### config.mk
export PLATFORM = sky130hd
export DESIGN_NAME = clk_ready_monitor
export DESIGN_NICKNAME = d
export VERILOG_FILES = /design/src/rtl/crm_pkg.sv /design/src/rtl/crm_sel_regs.sv /design/src/rtl/crm_stab_unit.sv /design/src/rtl/clk_ready_monitor.sv
export SDC_FILE = /design/constraint.sdc
export NUM_CORES = 1
export LEC_CHECK = 0
export BUFFER_PORTS_ARGS = -buffer_cell sky130_fd_sc_hd__buf_2
export CORE_ASPECT_RATIO = 1.2
export CORE_UTILIZATION = 45
export CTS_CLUSTER_DIAMETER = 50
export DETAILED_ROUTE_END_ITERATION = 7
export HOLD_SLACK_MARGIN = 0.05
export PLACE_DENSITY_LB_ADDON = 0.15
export SLEW_MARGIN = 10
export SYNTH_ARGS = -nofsm -noshare
export SYNTH_HDL_FRONTEND = slang
export SYNTH_SLANG_ARGS = --single-unit
### constraint.sdc
create_clock -name clk -period 3.72 [get_ports clk]
set_input_delay 0.372 -clock clk [delete_from_list [all_inputs] [get_ports clk]]
set_output_delay 0.372 -clock clk [all_outputs]
set_load 0.03 [all_outputs]
### src/rtl/crm_pkg.sv
// Package: shared constants and types for the clock readiness monitor.
// Assumes all reset-cause strobes are synchronous to the monitor clock.
package crm_pkg;

    localparam logic [2:0] MAIN_SEL_DEFAULT = 3'b111;
    localparam logic [1:0] SUB_SEL_DEFAULT  = 2'b11;

    // One bit per reset cause, as delivered by the reset logic.
    typedef struct packed {
        logic por;
        logic ext;
        logic mstop;
        logic sstop;
        logic sw;
        logic wdog;
    } rst_cause_t;

    // True when any reset cause is active.
    function automatic logic any_cause(input rst_cause_t c);
        return c.por | c.ext | c.mstop | c.sstop | c.sw | c.wdog;
    endfunction

endpackage

### src/rtl/crm_sel_regs.sv
// Module: holds the main and sub stabilization length codes.
// Assumes: a reset cause has priority over a software write in the same cycle.
module crm_sel_regs
    import crm_pkg::*;
(
    input  logic       clk,
    input  logic       rst_n,
    input  logic       any_rst,
    input  logic       we,
    input  logic [2:0] main_in,
    input  logic [1:0] sub_in,
    output logic [2:0] main_sel,
    output logic [1:0] sub_sel
);

    // Load the defaults on any reset, otherwise take software writes.
    always_ff @(posedge clk) begin
        if (!rst_n || any_rst) begin
            main_sel <= MAIN_SEL_DEFAULT;
            sub_sel  <= SUB_SEL_DEFAULT;
        end else if (we) begin
            main_sel <= main_in;
            sub_sel  <= sub_in;
        end
    end

endmodule

### src/rtl/crm_stab_unit.sv
// Module: one stabilization counter and its ready flag.
// Assumes: term is the count minus one. It may change mid-wait; a counter
// already past the new terminal value finishes at once.
module crm_stab_unit #(
    parameter int CW = 8
) (
    input  logic          clk,
    input  logic          rst_n,
    input  logic          run,      // effective enable
    input  logic          clr,      // cause that clears this flag
    input  logic          restart,  // any reset cause
    input  logic [CW-1:0] term,
    output logic          rdy
);

    logic [CW-1:0] cnt;

    // Count while running; set the flag at the terminal count.
    always_ff @(posedge clk) begin
        if (!rst_n || clr || (restart && !rdy)) begin
            cnt <= '0;
            rdy <= 1'b0;
        end else if (!run) begin
            cnt <= '0;
            rdy <= 1'b0;
        end else if (!rdy) begin
            if (cnt >= term) begin
                rdy <= 1'b1;
            end else begin
                cnt <= cnt + 1'b1;
            end
        end
    end

endmodule

### src/rtl/clk_ready_monitor.sv
// Module: readiness monitor for the main oscillator, sub oscillator and PLL.
// Assumes: single reference clock; SHRINK shortens every wait by 2^SHRINK
// for fast test runs, and SHRINK must stay below PLL_EXP.
module clk_ready_monitor
    import crm_pkg::*;
#(
    parameter int MAIN_BASE = 11,
    parameter int SUB_BASE  = 13,
    parameter int PLL_EXP   = 10,
    parameter int SHRINK    = 0
) (
    input  logic        clk,
    input  logic        rst_n,
    input  logic        por_rst_evt,
    input  logic        ext_rst_evt,
    input  logic        mclk_stop_evt,
    input  logic        sclk_stop_evt,
    input  logic        sw_rst_evt,
    input  logic        wdog_rst_evt,
    input  logic        main_osc_en,
    input  logic        sub_osc_en,
    input  logic        pll_en,
    input  logic        stab_sel_we,
    input  logic [2:0]  main_stab_sel,
    input  logic [1:0]  sub_stab_sel,
    input  logic        main_sys_use,
    input  logic        sub_sys_use,
    input  logic        pll_sys_use,
    output logic        main_ready,
    output logic        pll_ready,
    output logic        sub_ready,
    output logic [15:0] ready_status
);

    localparam int MCW = MAIN_BASE + 7 - SHRINK;
    localparam int SCW = SUB_BASE + 3 - SHRINK;
    localparam int PCW = PLL_EXP - SHRINK;
    localparam logic [63:0] ONE = 64'd1;

    rst_cause_t   cause;
    logic         any_rst;
    logic [2:0]   main_sel;
    logic [1:0]   sub_sel;
    logic [MCW-1:0] main_term;
    logic [SCW-1:0] sub_term;
    logic [PCW-1:0] pll_term;
    logic         main_run, sub_run, pll_run;

    // Gather the cause strobes.
    always_comb begin
        cause = '{por: por_rst_evt, ext: ext_rst_evt, mstop: mclk_stop_evt,
                  sstop: sclk_stop_evt, sw: sw_rst_evt, wdog: wdog_rst_evt};
        any_rst = any_cause(cause);
    end

    crm_sel_regs u_sel (
        .clk      (clk),
        .rst_n    (rst_n),
        .any_rst  (any_rst),
        .we       (stab_sel_we),
        .main_in  (main_stab_sel),
        .sub_in   (sub_stab_sel),
        .main_sel (main_sel),
        .sub_sel  (sub_sel)
    );

    // Turn the length codes into terminal counts (length minus one).
    always_comb begin
        main_term = MCW'((ONE << (MAIN_BASE - SHRINK + int'(main_sel))) - ONE);
        sub_term  = SCW'((ONE << (SUB_BASE - SHRINK + int'(sub_sel))) - ONE);
        pll_term  = PCW'((ONE << PLL_EXP - SHRINK) - ONE);
    end

    // Effective enables: software enable, or kept alive while in use.
    always_comb begin
        main_run = main_osc_en | ((main_sys_use | pll_sys_use) & main_ready);
        sub_run  = sub_osc_en | (sub_sys_use & sub_ready);
        pll_run  = (pll_en | (pll_sys_use & pll_ready)) & main_ready;
    end

    crm_stab_unit #(.CW(MCW)) u_main (
        .clk (clk), .rst_n (rst_n), .run (main_run),
        .clr (cause.por | cause.ext | cause.mstop),
        .restart (any_rst), .term (main_term), .rdy (main_ready)
    );

    crm_stab_unit #(.CW(SCW)) u_sub (
        .clk (clk), .rst_n (rst_n), .run (sub_run),
        .clr (cause.por | cause.ext | cause.sstop),
        .restart (any_rst), .term (sub_term), .rdy (sub_ready)
    );

    crm_stab_unit #(.CW(PCW)) u_pll (
        .clk (clk), .rst_n (rst_n), .run (pll_run),
        .clr (any_rst),
        .restart (any_rst), .term (pll_term), .rdy (pll_ready)
    );

    // Place the flags in the status word.
    always_comb begin
        ready_status     = '0;
        ready_status[13] = main_ready;
        ready_status[14] = pll_ready;
        ready_status[15] = sub_ready;
    end

endmodule

### After elaboration in Yosys (flattened, before gate mapping)

Index checks and enable logic that the tools add are counted.

| storage, ports and cells | value |
|---|---|
| register bits after elaboration | 52 |
| output and inout port bits | 19 |
| logic and storage cells | 68 |

| operators by class | value |
|---|---|
| add/sub/neg operators | 7 |
| $lt $le $gt $ge | 3 |
| shifts and indexed selects | 2 |
| muxes and demuxes | 6 |
| bitwise logic cells | 23 |
| reductions and logical operators | 19 |

Operators by type and width:

| kind | number |
|---|---|
| $add A18 B1 Y18 const B | 1 |
| $ge A18 B18 Y1 | 1 |
| $shl A1 B5 Y18 const A | 1 |
| $sub A18 B1 Y18 const B | 1 |
| $add A16 B1 Y16 const B | 1 |
| $ge A16 B16 Y1 | 1 |
| $shl A1 B5 Y16 const A | 1 |
| $sub A16 B1 Y16 const B | 1 |
| $add A10 B1 Y10 const B | 1 |
| $ge A10 B10 Y1 const B | 1 |
| $or A1 B1 Y1 | 10 |
| $not A1 Y1 | 9 |
| $logic_or A1 B1 Y1 | 6 |
| $mux W1 | 6 |
| $reduce_and A2 Y1 | 3 |
| $reduce_or A2 Y1 | 3 |
| $add A4 B2 Y5 const A | 1 |
| $add A4 B3 Y5 const A | 1 |
| $and A1 B1 Y1 | 4 |
| $logic_not A1 Y1 | 4 |
| $logic_and A1 B1 Y1 | 3 |

### Longest topological paths before layout

| depth | value |
|---|---|
| depth in word-level cells | 8 |
| mapped depth | 17 |
| mapped depth without buffers | 13 |

### Hierarchy

A second synthesis with hierarchy kept.

| second synthesis, totals | value |
|---|---|
| cell total of the unflattened synthesis | 570 |
| area, all modules | 4380.5 µm² |

By module, submodules not included:

| module | instances | cells each | area each (µm²) | seq. area each (µm²) |
|---|---|---|---|---|
| crm_stab_unit at u_main | 1 | 179 | 1411.4 | 380.4 |
| crm_stab_unit at u_sub | 1 | 171 | 1325.0 | 340.3 |
| crm_stab_unit at u_pll | 1 | 100 | 813.3 | 220.2 |
| clk_ready_monitor | 1 | 103 | 644.4 | 0.0 |
| crm_sel_regs | 1 | 17 | 186.4 | 100.1 |

### Worst setup path after synthesis

OpenSTA, ideal clock, no wires.

| timing path | value |
|---|---|
| path kind | flip-flop to flip-flop |
| from | register u_sel.main_sel[1] |
| to | register u_main.cnt[10] |
| setup time | 0.070 ns |
| data arrival time | 3.270 ns |
| data required time | 3.650 ns |
| slack | 0.380 ns |
| stages on the path, launching flop included | 17 |
| cell sequence | dfxtp_1 -> buf_6 -> nor2_1 -> inv_1 -> ha_1 -> buf_2 -> nor2_1 -> o21ai_0 -> a21oi_1 -> ha_1 -> a211oi_1 -> o21ai_0 -> o21ai_0 -> o211ai_2 -> buf_2 -> or4_1 -> a21oi_1 |

| on the way | value |
|---|---|
| word-level cells in the longest chain between the ends | 6 |

RTL lines:

| element | RTL line | text |
|---|---|---|
| start, declared | crm_sel_regs.sv:12 | `output logic [2:0] main_sel,` |
| start signal, assigned | crm_sel_regs.sv:22 | `main_sel <= main_in;` |
| $add A4 B3 Y5 | clk_ready_monitor.sv:69 | `main_term = MCW'((ONE << (MAIN_BASE - SHRINK + int'(main_sel))) - ONE);` |
| $shl A1 B5 Y18 | clk_ready_monitor.sv:69 |  |
| $sub A18 B1 Y18 | clk_ready_monitor.sv:69 |  |
| $ge A18 B18 Y1 | crm_stab_unit.sv:27 | `if (cnt >= term) begin` |
| $not A1 Y1 (no source line) | n/a |  |
| $reduce_and A2 Y1 (no source line) | n/a |  |
| end signal, assigned | crm_stab_unit.sv:30 | `cnt <= cnt + 1'b1;` |
| end, declared | crm_stab_unit.sv:16 | `logic [CW-1:0] cnt;` |

No other way between the ends.
A chain may end at the register's enable or synchronous reset.

### Worst setup path in the final report

| timing path | value |
|---|---|
| from | register u_sel.main_sel[0] |
| to | register u_main.cnt[17] |

The elaborated chain is that of the path after synthesis.

==> flow_metrics.env <==
export IMPL_outcome="finished clean"
export IMPL_htreeDepth=2
export IMPL_io_pins=39
export IMPL_port_buffers=25
export IMPL_slowest_delay_ns=0.52
export IMPL_slew_headroom_pct=60.5
export IMPL_crit_fanout=18
export IMPL_clk_path_buf_depth=2
export IMPL_crit_type="reg2reg"
export IMPL_period_needed_ns=3.42
export IMPL_p_leak_nw=1.40
export IMPL_antenna_found_initial=0
export IMPL_cts_hold_buf=0
export IMPL_via_per_inst=5.61
export IMPL_numCtsBuffers=5
export IMPL_grt_first_pass_wirelength_mm=12.2
export IMPL_syn_area_sq_um=3360
export IMPL_via_count=2943
export IMPL_skew_ns=0.00808
export IMPL_synth_enable_flop_cells=0
export IMPL_rows=34
export IMPL_swShare_pct=25.1
export IMPL_cts_root_buf="clkbuf_8"
export IMPL_hold_path_class="in2reg"
export IMPL_clk_pin_slew_ns=0.10
export IMPL_die_w_microns=80.9
export IMPL_arrival_ns=3.67
export IMPL_grt_use_total_pct=19.4
export IMPL_dieArea_sq_um=7820
export IMPL_firstDrtPassIters=4
export IMPL_wl_per_cell_microns=13.4
export IMPL_synth_cell_types=50
export IMPL_globalplace_congestion=0.860
export IMPL_hold_viol=0
export IMPL_cts_tree="built"
export IMPL_p_per_area_nw_per_um2=260
export IMPL_synth_flop_cell="dfxtp_1"
export IMPL_slew_violations=0
export IMPL_hpwl_mm=5.18
export IMPL_coreArea_sq_um=7230
export IMPL_grt_pass1_vias=2738
export IMPL_synthToLayoutAreaGrowth_pct=7.75
export IMPL_die_y_microns=96.7
export IMPL_critPathCaptureType="flop"
export IMPL_r2r_worst_path_cells=14
export IMPL_internal_power_mw=0.706
export IMPL_postSynthAreaPerCell_sq_um=8.11
export IMPL_period_share_pct=92.0
export IMPL_routed_wirelength_mm=7.01
export IMPL_drt_iter0_drc=136
export IMPL_drtAntennaViolNets=0
export IMPL_worstMarginPinSlew_ns=0.592
export IMPL_rsz0062_at_grt="no"
export IMPL_remaining_drc_errors=0
export IMPL_setup_viol=0
export IMPL_maxCapViolCount=0
export IMPL_grt_max_degree=32
export IMPL_crit_required_ns=3.96
export IMPL_slowest_stage="or4_1"
export IMPL_crit_chain="nor2_2 -> inv_1 -> ha_4 -> inv_1 -> nor4_1 -> a21oi_1 -> ha_1 -> a211oi_1 -> o21ai_0 -> o21ai_0 -> o211ai_2 -> buf_4 -> or4_1 -> a21oi_1"
export IMPL_n_antenna_cell=0
export IMPL_clk_latency_ns=0.31
export IMPL_cts_sinks=52
export IMPL_syn_inst=414
export IMPL_seq_power_share_pct=59.1
export IMPL_p_comb_share_pct=4.0
export IMPL_ys_seq_elements=52
export IMPL_ys_async_sr_fraction_pct=0
export IMPL_start_util_pct=46.5
export IMPL_drive_gt1_share_pct=12.0
export IMPL_hold_ws_ns=0.268
export IMPL_yosys_warnings=0
export IMPL_peakVddDrop_mv=0.151
export IMPL_fmax_mhz=292
export IMPL_clkPwrFrac_pct=36.9
export IMPL_finalSetupTns_ns=0
export IMPL_grt_ovfl_total=0
export IMPL_yosysSeqAreaShare_pct=31.0
export IMPL_finalNetCount=482
export IMPL_p_switching_mw=0.236
export IMPL_start_kind="flop"
export IMPL_worstHoldPathCells=3
power by group through the flow:
stage / Combinational [mW] / Sequential [mW] / Clock (mW)
6_report: 0.0374 / 0.557 / 0.348
5_1_grt: 0.0414 / 0.557 / 0.378
4_1_cts: 0.0373 / 0.557 / 0.359
3_5_place_dp: 0.0373 / 0.570 / 0
3_3_place_gp: 0.0368 / 0.570 / 0
2_1_floorplan: 0.0361 / 0.569 / 0
metal layers:
| metal | track usage, % | part of all wire [%] | up-vias |
|---|---|---|---|
| li1 | - | - | 1542 |
| met1 | 23.8 | 47 | 1368 |
| met2 | 34.5 | 50 | 28 |
| met3 | 2.83 | 1.9 | 5 |
| met4 | 5.22 | 0.90 | 0 |
| met5 | 0 | 0 | - |
worst max-delay path: cells and delay by family, from the launching register on:
kind	cells	cell delay, ns
buffers and inverters	3	0.45
DFF	1	0.38
AOI/OAI and AO/OA	6	0.89
and+or+nand+nor	3	1.00
adders and majority gates	2	0.65
path summary, 6_finish.rpt:
| path | end | slack, ns | from |
|---|---|---|---|
| worst max register to register | u_main.cnt[17] | 0.30 | u_sel.main_sel[0] |
| worst max-delay path | u_main.cnt[17] | 0.30 | u_sel.main_sel[0] |
| worst min-delay path | u_sel.main_sel[2] | 0.27 | main_stab_sel[2] |
| worst min register to register | u_pll.cnt[9] | 0.49 | u_pll.cnt[9] |
placed cells by master (no fill, tap or decap), types with 3 or more instances in the layout:
| master | instances |
|---|---|
| o211ai_1 | 5 |
| a211oi_1 | 3 |
| and2_1 | 4 |
| inv_1 | 9 |
| and3_1 | 10 |
| nand4_1 | 9 |
| nor3_1 | 4 |
| dfxtp_1 | 52 |
| nand2_1 | 37 |
| nor4_1 | 5 |
| nand4b_1 | 3 |
| buf_4 | 8 |
| nor2_1 | 25 |
| or3_1 | 16 |
| o21bai_1 | 3 |
| ha_1 | 26 |
| xor2_1 | 6 |
| clkbuf_8 | 5 |
| nand3_1 | 18 |
| a21oi_1 | 40 |
| and4_1 | 3 |
| buf_2 | 25 |
| o21ai_0 | 23 |
| o31ai_1 | 17 |
| mux2i_1 | 7 |
| conb_1 | 19 |
| or4_1 | 18 |
cell usage after synthesis (3+ instances only):
cell type  count  share of area (%)
o21bai_1       3               0.67
and4_1         3               0.78
nand4_1        9                1.7
nor3_1         4               0.60
mux2i_1        7                2.1
clkbuf_1      13                1.5
buf_6          3                1.0
a211oi_1       3               0.67
nor2_1        26                2.9
ha_1          28                 10
o21ai_0       23                3.4
o31ai_1       17                3.8
nand3_1       18                2.7
o211ai_1       5                1.1
and3_1        10                1.9
nor4_1         5               0.93
a21oi_1       41                6.1
or4_1         18                4.0
nand2_1       37                4.1
and2_1         4               0.74
xor2_1         6                1.6
or3_1         16                3.0
inv_1          9                1.0
dfxtp_1       52                 31
nand4b_1       3               0.78
buf_2          3               0.45
buf_4         17                3.8
layout make-up:
cell class,count,area [sq um]
clock inverters,3,27.5
clock buffers,5,68.8
repair buffers,33,185
flip-flops and latches,52,1040
well taps,90,113
multi-input cells,333,2150
inverters,9,33.8
fillers,741,3610
logic make-up after synthesis:
| kind of cell | synth area share [%] |
|---|---|
| flops | 31.0 |
| other cells | 0.112 |
| simple gates | 25.7 |
| mux | 2.09 |
| xor+xnor | 2.09 |
| buf+inv | 7.93 |
| compound gates | 20.6 |
| fa+ha+maj | 10.4 |
repair_timing:
action,in CTS,in global routing
gates resized for setup,0,6
hold endpoints to repair,0,0
setup endpoints to repair,0,14
setup buffers,0,0
state kept, by name, indices dropped and copies added (netlist names):
signal	cells
u_sub.cnt	16
u_pll.rdy	1
u_sub.rdy	1
u_main.rdy	1
u_sel.main_sel	3
u_pll.cnt	10
u_main.cnt	18
u_sel.sub_sel	2
through the flow:
stage | worst slack (ns) | total power, mW | util, % | instance area (sq um) | instances
after floorplan | 0.380 | 0.606 | - | 3430 | 432
after CTS | 0.0991 | 0.953 | 49.6 | 3590 | 525
after global placement | 0.220 | 0.606 | 48.3 | 3490 | 517
after detailed placement | 0.131 | 0.607 | 48.3 | 3490 | 517
after global routing | 0.0510 | 0.977 | 50.1 | 3620 | 525
final | 0.297 | 0.942 | 50.1 | 3620 | 525
Note: power is estimated with default switching activity, not from simulation.
